File: src/rtl/kw_pkg.sv
package kw_pkg;
   localparam int DW = 8;
   localparam int AW = 3;

   typedef enum logic [AW-1:0] {
      A_MASK_LO = 3'd0,
      A_MASK_HI = 3'd1,
      A_WEDGE   = 3'd2,
      A_WEN     = 3'd3,
      A_CTRL    = 3'd4,
      A_WFLAG   = 3'd5
   } kw_addr_e;

   typedef struct packed {
      logic [DW-3:0] spare;
      logic          irq7_ded;   // bit 1
      logic          ext_mode;   // bit 0
   } kw_ctrl_t;
endpackage

File: src/rtl/kw_sync.sv
module kw_sync #(
   parameter int   W       = 1,
   parameter int   STAGES  = 2,
   parameter logic RST_VAL = 1'b0
) (
   input  logic         clk,
   input  logic         rst_n,
   input  logic [W-1:0] d,
   output logic [W-1:0] q
);
   if (STAGES < 2) begin : g_bad_stages
      $error("kw_sync: STAGES must be at least 2");
   end

   logic [W-1:0] st [STAGES];

   for (genvar s = 0; s < STAGES; s++) begin : g_stage
      always_ff @(posedge clk or negedge rst_n) begin
         if (!rst_n)      st[s] <= {W{RST_VAL}};
         else if (s == 0) st[s] <= d;
         else             st[s] <= st[(s == 0) ? 0 : s-1];
      end
   end

   assign q = st[STAGES-1];
endmodule

File: src/rtl/kw_regs.sv
module kw_regs
   import kw_pkg::*;
#(
   parameter int KEY_W  = 16,
   parameter int WAKE_N = 8
) (
   input  logic              clk,
   input  logic              rst_n,
   input  logic              we,
   input  logic [AW-1:0]     addr,
   input  logic [DW-1:0]     wdata,
   input  logic [WAKE_N-1:0] wake_flags,
   output logic [KEY_W-1:0]  key_mask,
   output logic [WAKE_N-1:0] wake_edge,
   output logic [WAKE_N-1:0] wake_en,
   output kw_ctrl_t          ctrl,
   output logic [WAKE_N-1:0] wake_clr,
   output logic [DW-1:0]     rdata
);
   if (KEY_W != 2*DW) begin : g_bad_key
      $error("kw_regs: KEY_W must equal two register widths");
   end
   if (WAKE_N > DW || WAKE_N < 1) begin : g_bad_wake
      $error("kw_regs: WAKE_N must fit one register");
   end

   logic [DW-1:0] mask_lo_q, mask_hi_q, ctrl_q;
   logic [WAKE_N-1:0] edge_q, en_q;

   always_ff @(posedge clk or negedge rst_n) begin
      if (!rst_n) begin
         mask_lo_q <= '1;
         mask_hi_q <= '1;
         edge_q    <= '0;
         en_q      <= '0;
         ctrl_q    <= '0;
      end else if (we) begin
         unique case (addr)
            A_MASK_LO: mask_lo_q <= wdata;
            A_MASK_HI: mask_hi_q <= wdata;
            A_WEDGE:   edge_q    <= wdata[WAKE_N-1:0];
            A_WEN:     en_q      <= wdata[WAKE_N-1:0];
            A_CTRL:    ctrl_q    <= wdata;
            default: ;
         endcase
      end
   end

   assign key_mask  = {mask_hi_q, mask_lo_q};
   assign wake_edge = edge_q;
   assign wake_en   = en_q;
   assign ctrl      = kw_ctrl_t'(ctrl_q);
   assign wake_clr  = (we && addr == A_WFLAG) ? wdata[WAKE_N-1:0] : '0;

   always_comb begin
      rdata = '0;
      unique case (addr)
         A_MASK_LO: rdata = mask_lo_q;
         A_MASK_HI: rdata = mask_hi_q;
         A_WEDGE:   rdata[WAKE_N-1:0] = edge_q;
         A_WEN:     rdata[WAKE_N-1:0] = en_q;
         A_CTRL:    rdata = ctrl_q;
         A_WFLAG:   rdata[WAKE_N-1:0] = wake_flags;
         default:   rdata = '0;
      endcase
   end
endmodule

File: src/rtl/kw_keygrp.sv
module kw_keygrp #(
   parameter int GROUPS = 2,
   parameter int GRP_W  = 8,
   localparam int KEY_W = GROUPS * GRP_W
) (
   input  logic              clk,
   input  logic              rst_n,
   input  logic [KEY_W-1:0]  key_s,
   input  logic [KEY_W-1:0]  mask,
   output logic [GROUPS-1:0] grp_irq
);
   if (GROUPS < 1 || GRP_W < 1) begin : g_bad_shape
      $error("kw_keygrp: empty key group");
   end

   logic [KEY_W-1:0] prev_q;
   logic [KEY_W-1:0] fall;

   always_ff @(posedge clk or negedge rst_n) begin
      if (!rst_n) prev_q <= '1;
      else        prev_q <= key_s;
   end

   assign fall = prev_q & ~key_s & ~mask;

   for (genvar g = 0; g < GROUPS; g++) begin : g_grp
      always_ff @(posedge clk or negedge rst_n) begin
         if (!rst_n) grp_irq[g] <= 1'b0;
         else        grp_irq[g] <= |fall[g*GRP_W +: GRP_W];
      end


      grp_masked_chk: assert property (@(posedge clk) disable iff (!rst_n)
         grp_irq[g] |-> !(&$past(mask[g*GRP_W +: GRP_W])));
   end
endmodule

File: src/rtl/kw_wake.sv
module kw_wake #(
   parameter int WAKE_N = 8
) (
   input  logic              clk,
   input  logic              rst_n,
   input  logic [WAKE_N-1:0] wake_s,
   input  logic [WAKE_N-1:0] edge_rise,
   input  logic [WAKE_N-1:0] en,
   input  logic [WAKE_N-1:0] clr,
   output logic [WAKE_N-1:0] flags
);
   logic [WAKE_N-1:0] prev_q, set;

   always_ff @(posedge clk or negedge rst_n) begin
      if (!rst_n) prev_q <= '0;
      else        prev_q <= wake_s;
   end

   for (genvar i = 0; i < WAKE_N; i++) begin : g_line
      always_comb begin
         if (edge_rise[i]) set[i] = en[i] & ~prev_q[i] &  wake_s[i];
         else              set[i] = en[i] &  prev_q[i] & ~wake_s[i];
      end
      always_ff @(posedge clk or negedge rst_n) begin
         if (!rst_n)      flags[i] <= 1'b0;
         else if (set[i]) flags[i] <= 1'b1;
         else if (clr[i]) flags[i] <= 1'b0;
      end
   end


   wake_en_chk: assert property (@(posedge clk) disable iff (!rst_n)
      (flags & ~$past(flags) & ~$past(en)) == '0);

   wake_clr_chk: assert property (@(posedge clk) disable iff (!rst_n)
      (~flags & $past(flags) & ~$past(clr)) == '0);

   set_wins_chk: assert property (@(posedge clk) disable iff (!rst_n)
      ((set & clr) != '0) |=> ((flags & $past(set & clr)) == $past(set & clr)));
endmodule

File: src/rtl/keywake_irq_agg.sv
module keywake_irq_agg
   import kw_pkg::*;
#(
   parameter int KEY_GROUPS  = 2,
   parameter int GRP_W       = 8,
   parameter int WAKE_N      = 8,
   parameter int SYNC_STAGES = 2,
   parameter int IRQ6_LINE   = 6
) (
   input  logic                  clk,
   input  logic                  rst_n,
   input  logic [15:0]           key_pin_n,
   input  logic                  irq7_pin_n,
   input  logic                  irq6_ded_n,
   input  logic                  irq7_ded_n,
   input  logic [7:0]            wake_pin,
   input  logic                  reg_we,
   input  logic [2:0]            reg_addr,
   input  logic [7:0]            reg_wdata,
   output logic [7:0]            reg_rdata,
   output logic [1:0]            key_grp_irq,
   output logic                  irq6_req,
   output logic                  irq7_req,
   output logic [7:0]            wake_irq
);
   localparam int KEY_W = KEY_GROUPS * GRP_W;
   localparam int HI_LO = KEY_W - GRP_W;

   if (KEY_W != 16 || KEY_GROUPS != 2 || WAKE_N != 8) begin : g_bad_top
      $error("keywake_irq_agg: port widths fix two groups of eight keys and eight wake lines");
   end
   if (IRQ6_LINE < 0 || IRQ6_LINE >= GRP_W) begin : g_bad_line
      $error("keywake_irq_agg: IRQ6_LINE must lie in the low group");
   end

   logic [KEY_W+2:0]  pin_s;
   logic [KEY_W-1:0]  key_s, key_mask;
   logic              irq7_s, ded6_s, ded7_s;
   logic [WAKE_N-1:0] wake_s, wake_edge, wake_en, wake_clr, wake_flags;
   kw_ctrl_t          ctrl;
   logic              irq7_src_n, irq7_gate;

   kw_sync #(.W(KEY_W+3), .STAGES(SYNC_STAGES), .RST_VAL(1'b1)) u_sync_key (
      .clk, .rst_n,
      .d({irq7_ded_n, irq6_ded_n, irq7_pin_n, key_pin_n}),
      .q(pin_s));

   assign key_s  = pin_s[KEY_W-1:0];
   assign irq7_s = pin_s[KEY_W];
   assign ded6_s = pin_s[KEY_W+1];
   assign ded7_s = pin_s[KEY_W+2];

   kw_sync #(.W(WAKE_N), .STAGES(SYNC_STAGES), .RST_VAL(1'b0)) u_sync_wake (
      .clk, .rst_n, .d(wake_pin), .q(wake_s));

   kw_regs #(.KEY_W(KEY_W), .WAKE_N(WAKE_N)) u_regs (
      .clk, .rst_n,
      .we(reg_we), .addr(reg_addr), .wdata(reg_wdata),
      .wake_flags(wake_flags),
      .key_mask(key_mask), .wake_edge(wake_edge), .wake_en(wake_en),
      .ctrl(ctrl), .wake_clr(wake_clr), .rdata(reg_rdata));

   kw_keygrp #(.GROUPS(KEY_GROUPS), .GRP_W(GRP_W)) u_keys (
      .clk, .rst_n, .key_s(key_s), .mask(key_mask), .grp_irq(key_grp_irq));

   kw_wake #(.WAKE_N(WAKE_N)) u_wake (
      .clk, .rst_n, .wake_s(wake_s), .edge_rise(wake_edge), .en(wake_en),
      .clr(wake_clr), .flags(wake_flags));

   assign wake_irq = wake_flags;

   // Vector-mode routing of the two dedicated requests
   always_comb begin
      if (ctrl.ext_mode) begin
         irq6_req   = ~ded6_s;
         irq7_src_n = ctrl.irq7_ded ? ded7_s : irq7_s;
         irq7_gate  = 1'b1;
      end else begin
         irq6_req   = ~key_s[IRQ6_LINE] & ~key_mask[IRQ6_LINE];
         irq7_src_n = irq7_s;
         irq7_gate  = &key_mask[KEY_W-1:HI_LO];
      end
      irq7_req = irq7_gate & ~irq7_src_n;
   end


   irq6_norm_chk: assert property (@(posedge clk) disable iff (!rst_n)
      (!ctrl.ext_mode && key_mask[IRQ6_LINE]) |-> !irq6_req);

   irq7_norm_chk: assert property (@(posedge clk) disable iff (!rst_n)
      (!ctrl.ext_mode && !(&key_mask[KEY_W-1:HI_LO])) |-> !irq7_req);

   irq6_ext_chk: assert property (@(posedge clk) disable iff (!rst_n)
      (ctrl.ext_mode && ded6_s) |-> !irq6_req);
endmodule

File: config.mk
export PLATFORM = sky130hd
export DESIGN_NAME = keywake_irq_agg
export DESIGN_NICKNAME = d
export VERILOG_FILES = /design/src/rtl/kw_pkg.sv /design/src/rtl/kw_sync.sv /design/src/rtl/kw_regs.sv /design/src/rtl/kw_keygrp.sv /design/src/rtl/kw_wake.sv /design/src/rtl/keywake_irq_agg.sv
export SDC_FILE = /design/constraint.sdc
export NUM_CORES = 1
export LEC_CHECK = 0
export ABC_AREA = 1
export CORE_UTILIZATION = 38
export DETAILED_ROUTE_END_ITERATION = 7
export MAX_ROUTING_LAYER = met4
export PLACE_DENSITY = 0.63
export SETUP_SLACK_MARGIN = 0.3
export SKIP_CTS_REPAIR_TIMING = 1
export SLEW_MARGIN = 20
export SYNTH_ARGS = -nofsm -noshare
export SYNTH_HDL_FRONTEND = slang
export SYNTH_SLANG_ARGS = --single-unit
File: constraint.sdc
create_clock -name clk -period 2.16 [get_ports clk]
set_input_delay 0.54 -clock clk [delete_from_list [all_inputs] [get_ports clk]]
set_output_delay 0.54 -clock clk [all_outputs]
set_load 0.005 [all_outputs]
# ---- Word-level counts from Yosys, hierarchy flattened
# Cells that the tools add are included.
dict set report totals {
  word_cells 132
  latch_bits 0
  inputBits 41
  memories 0
  ramBits 0
  output_inout_bits 20
  romBits 0
  ff_bits 128
}
dict set report op_classes {
  mul 0
  muxes 30
  reduce_logical 18
  magnitude_cmp 0
  n_bitwise 58
  eq_ne 5
  n_div 0
  shift 0
  add_sub_neg 0
}
# op count
set ops {}
lappend ops {{$pmux 8 s6} 1}
lappend ops {{$and 1x1->1} 34}
lappend ops {{$and 16x16->16} 2}
lappend ops {{$not 16->16} 2}
lappend ops {{$mux 1} 28}
lappend ops {{$not 1->1} 20}
lappend ops {{$reduce_bool 2->1} 8}
lappend ops {{$reduce_or 8->1} 2}
lappend ops {{$reduce_and 2->1} 5}
lappend ops {{$mux 8} 1}
lappend ops {{$reduce_and 8->1} 1}
lappend ops {{$eq 3x2->1 const B} 2}
lappend ops {{$eq 3x3->1 const B} 2}
lappend ops {{$eq 3x1->1 const B} 1}
lappend ops {{$logic_not 3->1} 1}
lappend ops {{$logic_and 1x1->1} 1}

# ---- Depth between registers and ports, before layout
# Gate-level depths: netlist of run 1.
dict set report logic_depth {
  depth_word 5
  mapped_depth 8
}

# ---- Cells and area by module
# A second synthesis of run 1 with hierarchy kept.
dict set report unflattened {
  cells_unflattened 524
  hier_area_um2 5380.2
}
# module area_each_um2 cells_per_inst n_inst
set modules_own_cells {}
lappend modules_own_cells {kw_regs 2229.6 269 1}
lappend modules_own_cells {{kw_sync (u_sync_key)} 1141.1 57 1}
lappend modules_own_cells {kw_keygrp 740.7 70 1}
lappend modules_own_cells {kw_wake 740.7 88 1}
lappend modules_own_cells {{kw_sync (u_sync_wake)} 460.4 24 1}
lappend modules_own_cells {keywake_irq_agg 67.6 16 1}

# ---- Worst setup path before layout of run 1
# No wires, ideal clock.
dict set report synth_timing {
  path_kind {input to output}
  startpoint {input port reg_addr[0]}
  endpoint {output port reg_rdata[4]}
  required_time_ps 1620
  path_slack_ps 312
  cell_stages 8
  t_arrival_ps 1308
  path_cell_list {buf_4 > inv_4 > nor2_4 > buf_4 > nand3_1 > nand2_1 > inv_1 > nand2_1}
}
dict set report synth_between {
  elab_chain_cells 2
}
# element line
set synth_rtl {}
lappend synth_rtl {{start: declaration} keywake_irq_agg.sv:18} ;# input logic [2:0] reg_addr,
lappend synth_rtl {{$eq 3x3->1, or another cell as far along} kw_regs.sv:57} ;# unique case (addr)
lappend synth_rtl {{$pmux 8 s6 (*)} kw_regs.sv:57}
lappend synth_rtl {{end: declaration} keywake_irq_agg.sv:20} ;# output logic [7:0] reg_rdata,
# Every way passes the cells marked *; elsewhere a longest branch is shown, timed or not.

# ---- Worst setup path after layout of run 1
dict set report layout_timing {
  startpoint {input port reg_addr[0]}
  endpoint {output port reg_rdata[6]}
}
# The elaborated chain is that of the path after synthesis.

==> impl_metrics.py, run 1 <==
metrics = {
    "synth": {
        "syn_avg_cell_area_um2": 10.7,
        "syn-cell-area_mm2": 0.00491,
        "synth-edff-count": 0,
        "synth_cell_types": 23,
        "synth-seq-area-share_pct": 67.0,
        "post-synth-top-area-cell": "dfstp_2",
        "synth-main-ff-cell": "dfstp_2",
        "synth_common_cells": "nand2_1, dfstp_2, dfrtp_1, o21ai_1, inv_1",
        "syn_inst": 459,
        "synth_nets": 500,
        "synth_seq_cells": 128,
        "yosys_warnings": 0,
        "yosysMostFrequentCell": "nand2_1",
        "async_reset_ff_share_pct": 100,
        "ys_top_cells_by_area": "dfstp_2, dfrtp_1, nand2_1",
        "yosysTopAreaCellShare_pct": 37.5,
    },
    "cts": {
        "htreeDepth": 4,
        "cts_tree": "built",
        "cts_inserted_buffers": 17,
        "clk_latency_ps": 420,
        "cts_sinks": 128,
        "cts_buffer_depth": 2,
        "clkTransAtPathRegs_ps": 60,
        "root_buffer": "clkbuf_16",
    },
    "worst_setup_path": {
        "timing.rr.start": "u_regs.mask_hi_q[2]$_DFFE_PN1P_",
        "cp_cell_sequence": "buf_6 -> buf_8 -> buf_6 -> buf_8 -> buf_4 -> nand4_1 -> nand2_1 -> nor2_1 -> nand2_1 -> clkbuf_2",
        "crit_family": "buffers and inverters",
        "slowest_stage": "buf_8",
        "crit_path_start": "reg_addr[0]",
        "cp.depth": 10,
        "worstReg2RegEnd": "u_keys.grp_irq[1]$_DFF_PN0_",
        "path_buf_inv": 6,
        "timing_worst_setup_path_type": "in2out",
        "r2r_slack_ps": 1000,
        "cp_max_fo": 7,
        "cp-start-kind": "primary input",
        "critPathMaxStageDelay_ps": 130,
        "ff2ff_path_depth": 5,
        "worstPathRequired_ps": 1620,
        "crit_path_end": "reg_rdata[6]",
        "arrival_ps": 1590,
        "crit_path_end_kind": "output port",
    },
    "pwr": {
        "power.density_mw_per_mm2": 973,
        "leakagePower_nw": 3.04,
        "peakVddDrop_mv": 0.497,
    },
    "grt": {
        "first_global_vias": 3484,
        "grt.total_usage_pct": 18.1,
        "grt_start_max_net_pins": 48,
        "antenna_found_initial": 0,
        "grt_pass1_wl_mm": 17.2,
        "grt-ovfl-total": 0,
    },
    "finish": {
        "drive_gt1_share_pct": 31.8,
        "nets": 609,
        "nFillCells": 1140,
        "final_area_mm2": 0.00666,
        "num_antenna_cells": 0,
        "area_growth_pct": 35.5,
    },
    "hold_path": {
        "hp-class": "in2async",
    },
    "floorplan": {
        "core_area_mm2": 0.0126,
        "dieArea_mm2": 0.0134,
        "rows": 41,
        "fp.dieH_um": 116,
        "ios": 61,
        "initial_core_util_pct": 38.9,
        "die_w_um": 116,
    },
    "route": {
        "routed_wl_mm": 10.7,
        "drt_first_pass_iters": 5,
        "postRouteAntennaNets": 0,
        "dr.first_iter.drc_count": 344,
        "vias": 3610,
        "vias_per_cell": 4.79,
        "wire_per_inst_um": 14.3,
        "drc": 0,
    },
    "placed_design": {
        "io_buffers": 60,
        "gp_congestion": 0.864,
        "placed_cell_area_mm2": 0.00587,
        "place_hpwl_mm": 7.39,
    },
    "sta": {
        "fin_worst_skew_ps": 5.80,
        "fmax_mhz": 469,
        "tightest_slew_ps": 489,
        "slew_headroom_pct": 67.4,
        "rsz0062_at_grt": "yes",
        "period_share_pct": 98.8,
        "final_max_slew_viol_count": 0,
        "finalCriticalPeriod_ps": 2130,
        "setup_tns_ps": 0,
        "setup_viol": 0,
        "final-hold-violation-count": 0,
        "whs_ps": 86.3,
    },
    "status": {
        "status": "completed",
    },
    "job": {
        "drv_cap": 0,
    },
}
-- metrics by stage --
stage               power [mW]  util, %  cells  setup slack (ps)
floorplan                 3.25        -    459               312
global placement          3.69     46.5    702              -703
detailed placement        3.71     46.5    702              -709
CTS                       6.51     51.1    734              -726
global route              6.78     52.7    753             -6.95
finish                    6.48     52.7    753              26.6
-- layout make-up --
| cell class | count | area, um^2 | area share [%] |
|---|---|---|---|
| clock inverter | 13 | 131 | 1.97 |
| sequential | 128 | 3290 | 49.5 |
| inverter | 38 | 148 | 2.22 |
| timing repair buffer | 106 | 1030 | 15.4 |
| multi-input combinational | 277 | 1400 | 21.0 |
| clock buffer | 19 | 443 | 6.66 |
| tap | 172 | 215 | 3.23 |
-- worst reg2reg max path: stages, from the launching register on --
cell and delay (ps):
dfstp_2 560, buf_4 130, nand3b_1 90, o21ai_0 80, nor2_1 110, nand2_1 80
-- routing by layer --
layer	vias up	wire length, um	GRT usage [%]
li1	1744	-	-
met1	1724	4710	22.6
met2	117	5230	27.3
met3	25	551	4.45
met4	0	235	9.32
met5	-	0	-
-- cells in the final DEF, fill, tap and decap left out, drive strengths merged --
cell,n
nand3b,16
and2,1
dfstp,70
nor2,29
nand2,111
clkbuf,23
buf,56
clkinv,4
nand3,30
inv,45
a21oi,9
dfrtp,58
nand4,25
o21ai,56
bufinv,2
clkdlybuf4s50,38
dlymetal6s2s,8
-- worst min path at each step --
stage | start | to | slack, ps | depth (start not counted)
floorplan | rst_n | u_keys.grp_irq[0]$_DFF_PN0_ | 240 | 0
finish | rst_n | u_sync_wake.st[14]$_DFF_PN0_ | 90 | 1
detailed placement | u_sync_wake.st[13]$_DFF_PN0_ | u_sync_wake.q[5]$_DFF_PN0_ | 330 | 0
global route | rst_n | u_sync_wake.st[14]$_DFF_PN0_ | 120 | 1
CTS | rst_n | u_sync_wake.st[14]$_DFF_PN0_ | 100 | 1
global placement | u_sync_wake.st[14]$_DFF_PN0_ | u_sync_wake.q[6]$_DFF_PN0_ | 330 | 0
-- cell families (layout without fill, tap and decap cells) --
family,after synthesis,after routing,synth area share (%)
buffers and inverters,55,176,5.25
DFF,128,128,67.0
and+or+nand+nor,211,212,21.1
AOI/OAI and AO/OA,65,65,6.62
-- where the power goes --
group          internal, mW  switching [mW]  total [mW]  leakage, nW
clock network          1.73            1.04        2.77        0.293
logic                 0.389           0.374       0.763         1.33
registers              2.74           0.212        2.95         1.41
-- state kept, by name, summed over array words and instances (netlist names) --
signal,flops
u_wake.prev_q,8
u_regs.ctrl,8
u_sync_key.q,19
u_regs.mask_lo_q,8
u_keys.prev_q,16
u_wake.flags,8
u_regs.wake_edge,8
u_regs.mask_hi_q,8
u_regs.wake_en,8
u_keys.grp_irq,2
u_sync_key.st,19
u_sync_wake.st,8
u_sync_wake.q,8
(Power assumes the default switching activity.)
==> run 2, diff against run 1 <==
--- a/config.mk
+++ b/config.mk
@@ -10,7 +10,8 @@
 export DETAILED_ROUTE_END_ITERATION = 7
 export MAX_ROUTING_LAYER = met4
 export PLACE_DENSITY = 0.63
-export SETUP_SLACK_MARGIN = 0.3
+export RECOVER_POWER = 25
+export SETUP_SLACK_MARGIN = 0.15
 export SKIP_CTS_REPAIR_TIMING = 1
 export SLEW_MARGIN = 20
 export SYNTH_ARGS = -nofsm -noshare
==> run 2 against run 1 <==
Flip-flop and latch count did not move; first-iteration DRC count fell by 12%; hold slack improved by 180 ps; global-route usage did not move; combinational power rose by 0.5%; routed wire length rose by 0.34%.
==> impl_metrics.py, run 2 (same netlist as run 1, synthesis figures left out) <==
metrics = {
    "status": {
        "status": "completed",
    },
    "worst_setup_path": {
        "cpMostUsedCell": "buf_6",
        "timing.rr.start": "u_regs.mask_hi_q[2]$_DFFE_PN1P_",
        "critPathMaxStageDelay_ps": 130,
        "arrival_ps": 1570,
        "crit_path_end_kind": "output port",
        "worstPathRequired_ps": 1620,
        "slowest_stage": "buf_8",
        "timing_worst_setup_path_type": "in2out",
        "cp_cell_sequence": "buf_6 -> buf_8 -> buf_6 -> buf_8 -> buf_6 -> nand4_1 -> nand2_1 -> nor2_1 -> nand2_1 -> buf_2",
        "cp_max_fo": 7,
        "crit_path_start": "reg_addr[0]",
        "cp-start-kind": "primary input",
    },
    "cts": {
        "cts_sinks": 128,
        "cts_tree": "built",
        "clk_latency_ps": 420,
        "cts_inserted_buffers": 17,
        "cts_buffer_depth": 2,
        "root_buffer": "clkbuf_16",
        "clkTransAtPathRegs_ps": 60,
        "htreeDepth": 4,
    },
    "floorplan": {
        "initial_core_util_pct": 38.9,
        "dieArea_mm2": 0.0134,
        "rows": 41,
        "fp.dieH_um": 116,
        "die_w_um": 116,
        "core_area_mm2": 0.0126,
        "ios": 61,
    },
    "route": {
        "drt_first_pass_iters": 5,
        "vias_per_cell": 4.77,
        "postRouteAntennaNets": 0,
        "vias": 3582,
        "wire_per_inst_um": 14.3,
        "drc": 0,
        "routed_wl_mm": 10.8,
        "dr.first_iter.drc_count": 302,
    },
    "sta": {
        "setup_viol": 0,
        "period_share_pct": 97.8,
        "final-hold-violation-count": 0,
        "fin_worst_skew_ps": 8.70,
        "finalCriticalPeriod_ps": 2110,
        "tightest_slew_ps": 951,
        "rsz0062_at_grt": "yes",
        "slew_headroom_pct": 36.6,
        "fmax_mhz": 473,
        "final_max_slew_viol_count": 0,
    },
    "finish": {
        "nets": 607,
        "final_area_mm2": 0.00662,
        "area_growth_pct": 34.9,
        "num_antenna_cells": 0,
        "drive_gt1_share_pct": 31.3,
        "nFillCells": 1143,
        "final_common_cell": "nand2_1",
        "mostFrequentLayoutCells": "nand2_1, dfstp_2, dfrtp_1, clkdlybuf4s50_1, o21ai_1",
    },
    "grt": {
        "grt_start_max_net_pins": 48,
        "grt.total_usage_pct": 18.1,
        "antenna_found_initial": 0,
        "grt-ovfl-total": 0,
        "grt_pass1_wl_mm": 17.2,
        "first_global_vias": 3484,
    },
    "pwr": {
        "totalPowerFinal_mw": 6.49,
        "switching_share_pct": 25.1,
        "power.density_mw_per_mm2": 979,
        "clockPowerShare_pct": 42.8,
        "combPwrFrac_pct": 11.8,
        "power_frac_seq_pct": 45.4,
        "switchingPower_mw": 1.63,
        "peakVddDrop_mv": 0.497,
        "internal-power_mw": 4.86,
        "leakagePower_nw": 3.02,
    },
    "placed_design": {
        "place_hpwl_mm": 7.39,
        "io_buffers": 60,
        "placed_cell_area_mm2": 0.00587,
        "gp_congestion": 0.864,
    },
    "hold_path": {
        "hp-class": "in2async",
    },
    "job": {
        "drv_cap": 0,
    },
}
run 2: cell count changes in the layout (fill, tap and decap cells not counted):
cell,before,now
nor2_4,3,2
buf_2,7,5
nor2_1,21,22
buf_4,31,28
o21ai_1,41,40
o21ai_0,15,16
clkbuf_2,4,5
buf_6,10,11
clkdlybuf4s50_1,38,46
dlymetal6s2s_1,8,1
run 2: metrics by stage:
stage / worst slack [ps] / std cells / hold WS [ps] / utilization [%] / TNS, ps
final: 47.7 / 751 / 263 / 52.5 / 0
after global routing: -9.34 / 751 / 336 / 52.5 / -9.34
after CTS: -726 / 734 / 101 / 51.1 / -5940
after detailed placement: -709 / 702 / 335 / 46.5 / -5950
after global placement: -703 / 702 / 333 / 46.5 / -5850
after floorplan: 312 / 459 / 244 / - / 0
run 2: power by group through the flow:
stage | logic (mW) | clock network, mW | registers, mW
floorplan | 0.352 | 0 | 2.90
global placement | 0.718 | 0 | 2.97
detailed placement | 0.733 | 0 | 2.98
CTS | 0.741 | 2.82 | 2.95
global route | 0.864 | 2.94 | 2.98
finish | 0.767 | 2.77 | 2.95
run 2: critical path: cells and delay by family:
kind | cells | cell delay, ps
simple gates | 4 | 320
buf+inv | 6 | 710
run 2: worst paths after layout:
kind | slack [ps] | to | cells past startpoint
worst max-delay path | 50 | reg_rdata[7] | 10
worst min-delay path | 260 | u_sync_wake.st[14]$_DFF_PN0_ | 1
worst max register to register | 1000 | u_keys.grp_irq[1]$_DFF_PN0_ | 5
worst min register to register | 350 | u_sync_wake.q[4]$_DFF_PN0_ | 0
max in group asynchronous | 1070 | u_keys.prev_q[2]$_DFF_PN1_ | 2
min in group clk | 350 | u_sync_wake.q[4]$_DFF_PN0_ | 0
run 2: layout make-up:
cell class | instances | area (um^2) | area share (%)
clock buffers | 19 | 443 | 6.69
clock inverters | 13 | 131 | 1.98
inverters | 38 | 148 | 2.23
multi-input cells | 277 | 1390 | 21.0
flip-flops and latches | 128 | 3290 | 49.7
well taps | 172 | 215 | 3.25
repair buffers | 104 | 1000 | 15.1
run 2: routing by layer:
| metal | GRT usage, % | part of all wire [%] | vias to the layer above |
|---|---|---|---|
| met5 | - | 0 | - |
| met4 | 9.32 | 2.0 | 0 |
| met3 | 4.45 | 4.2 | 22 |
| met2 | 27.3 | 49 | 104 |
| met1 | 22.6 | 45 | 1718 |
| li1 | - | - | 1738 |
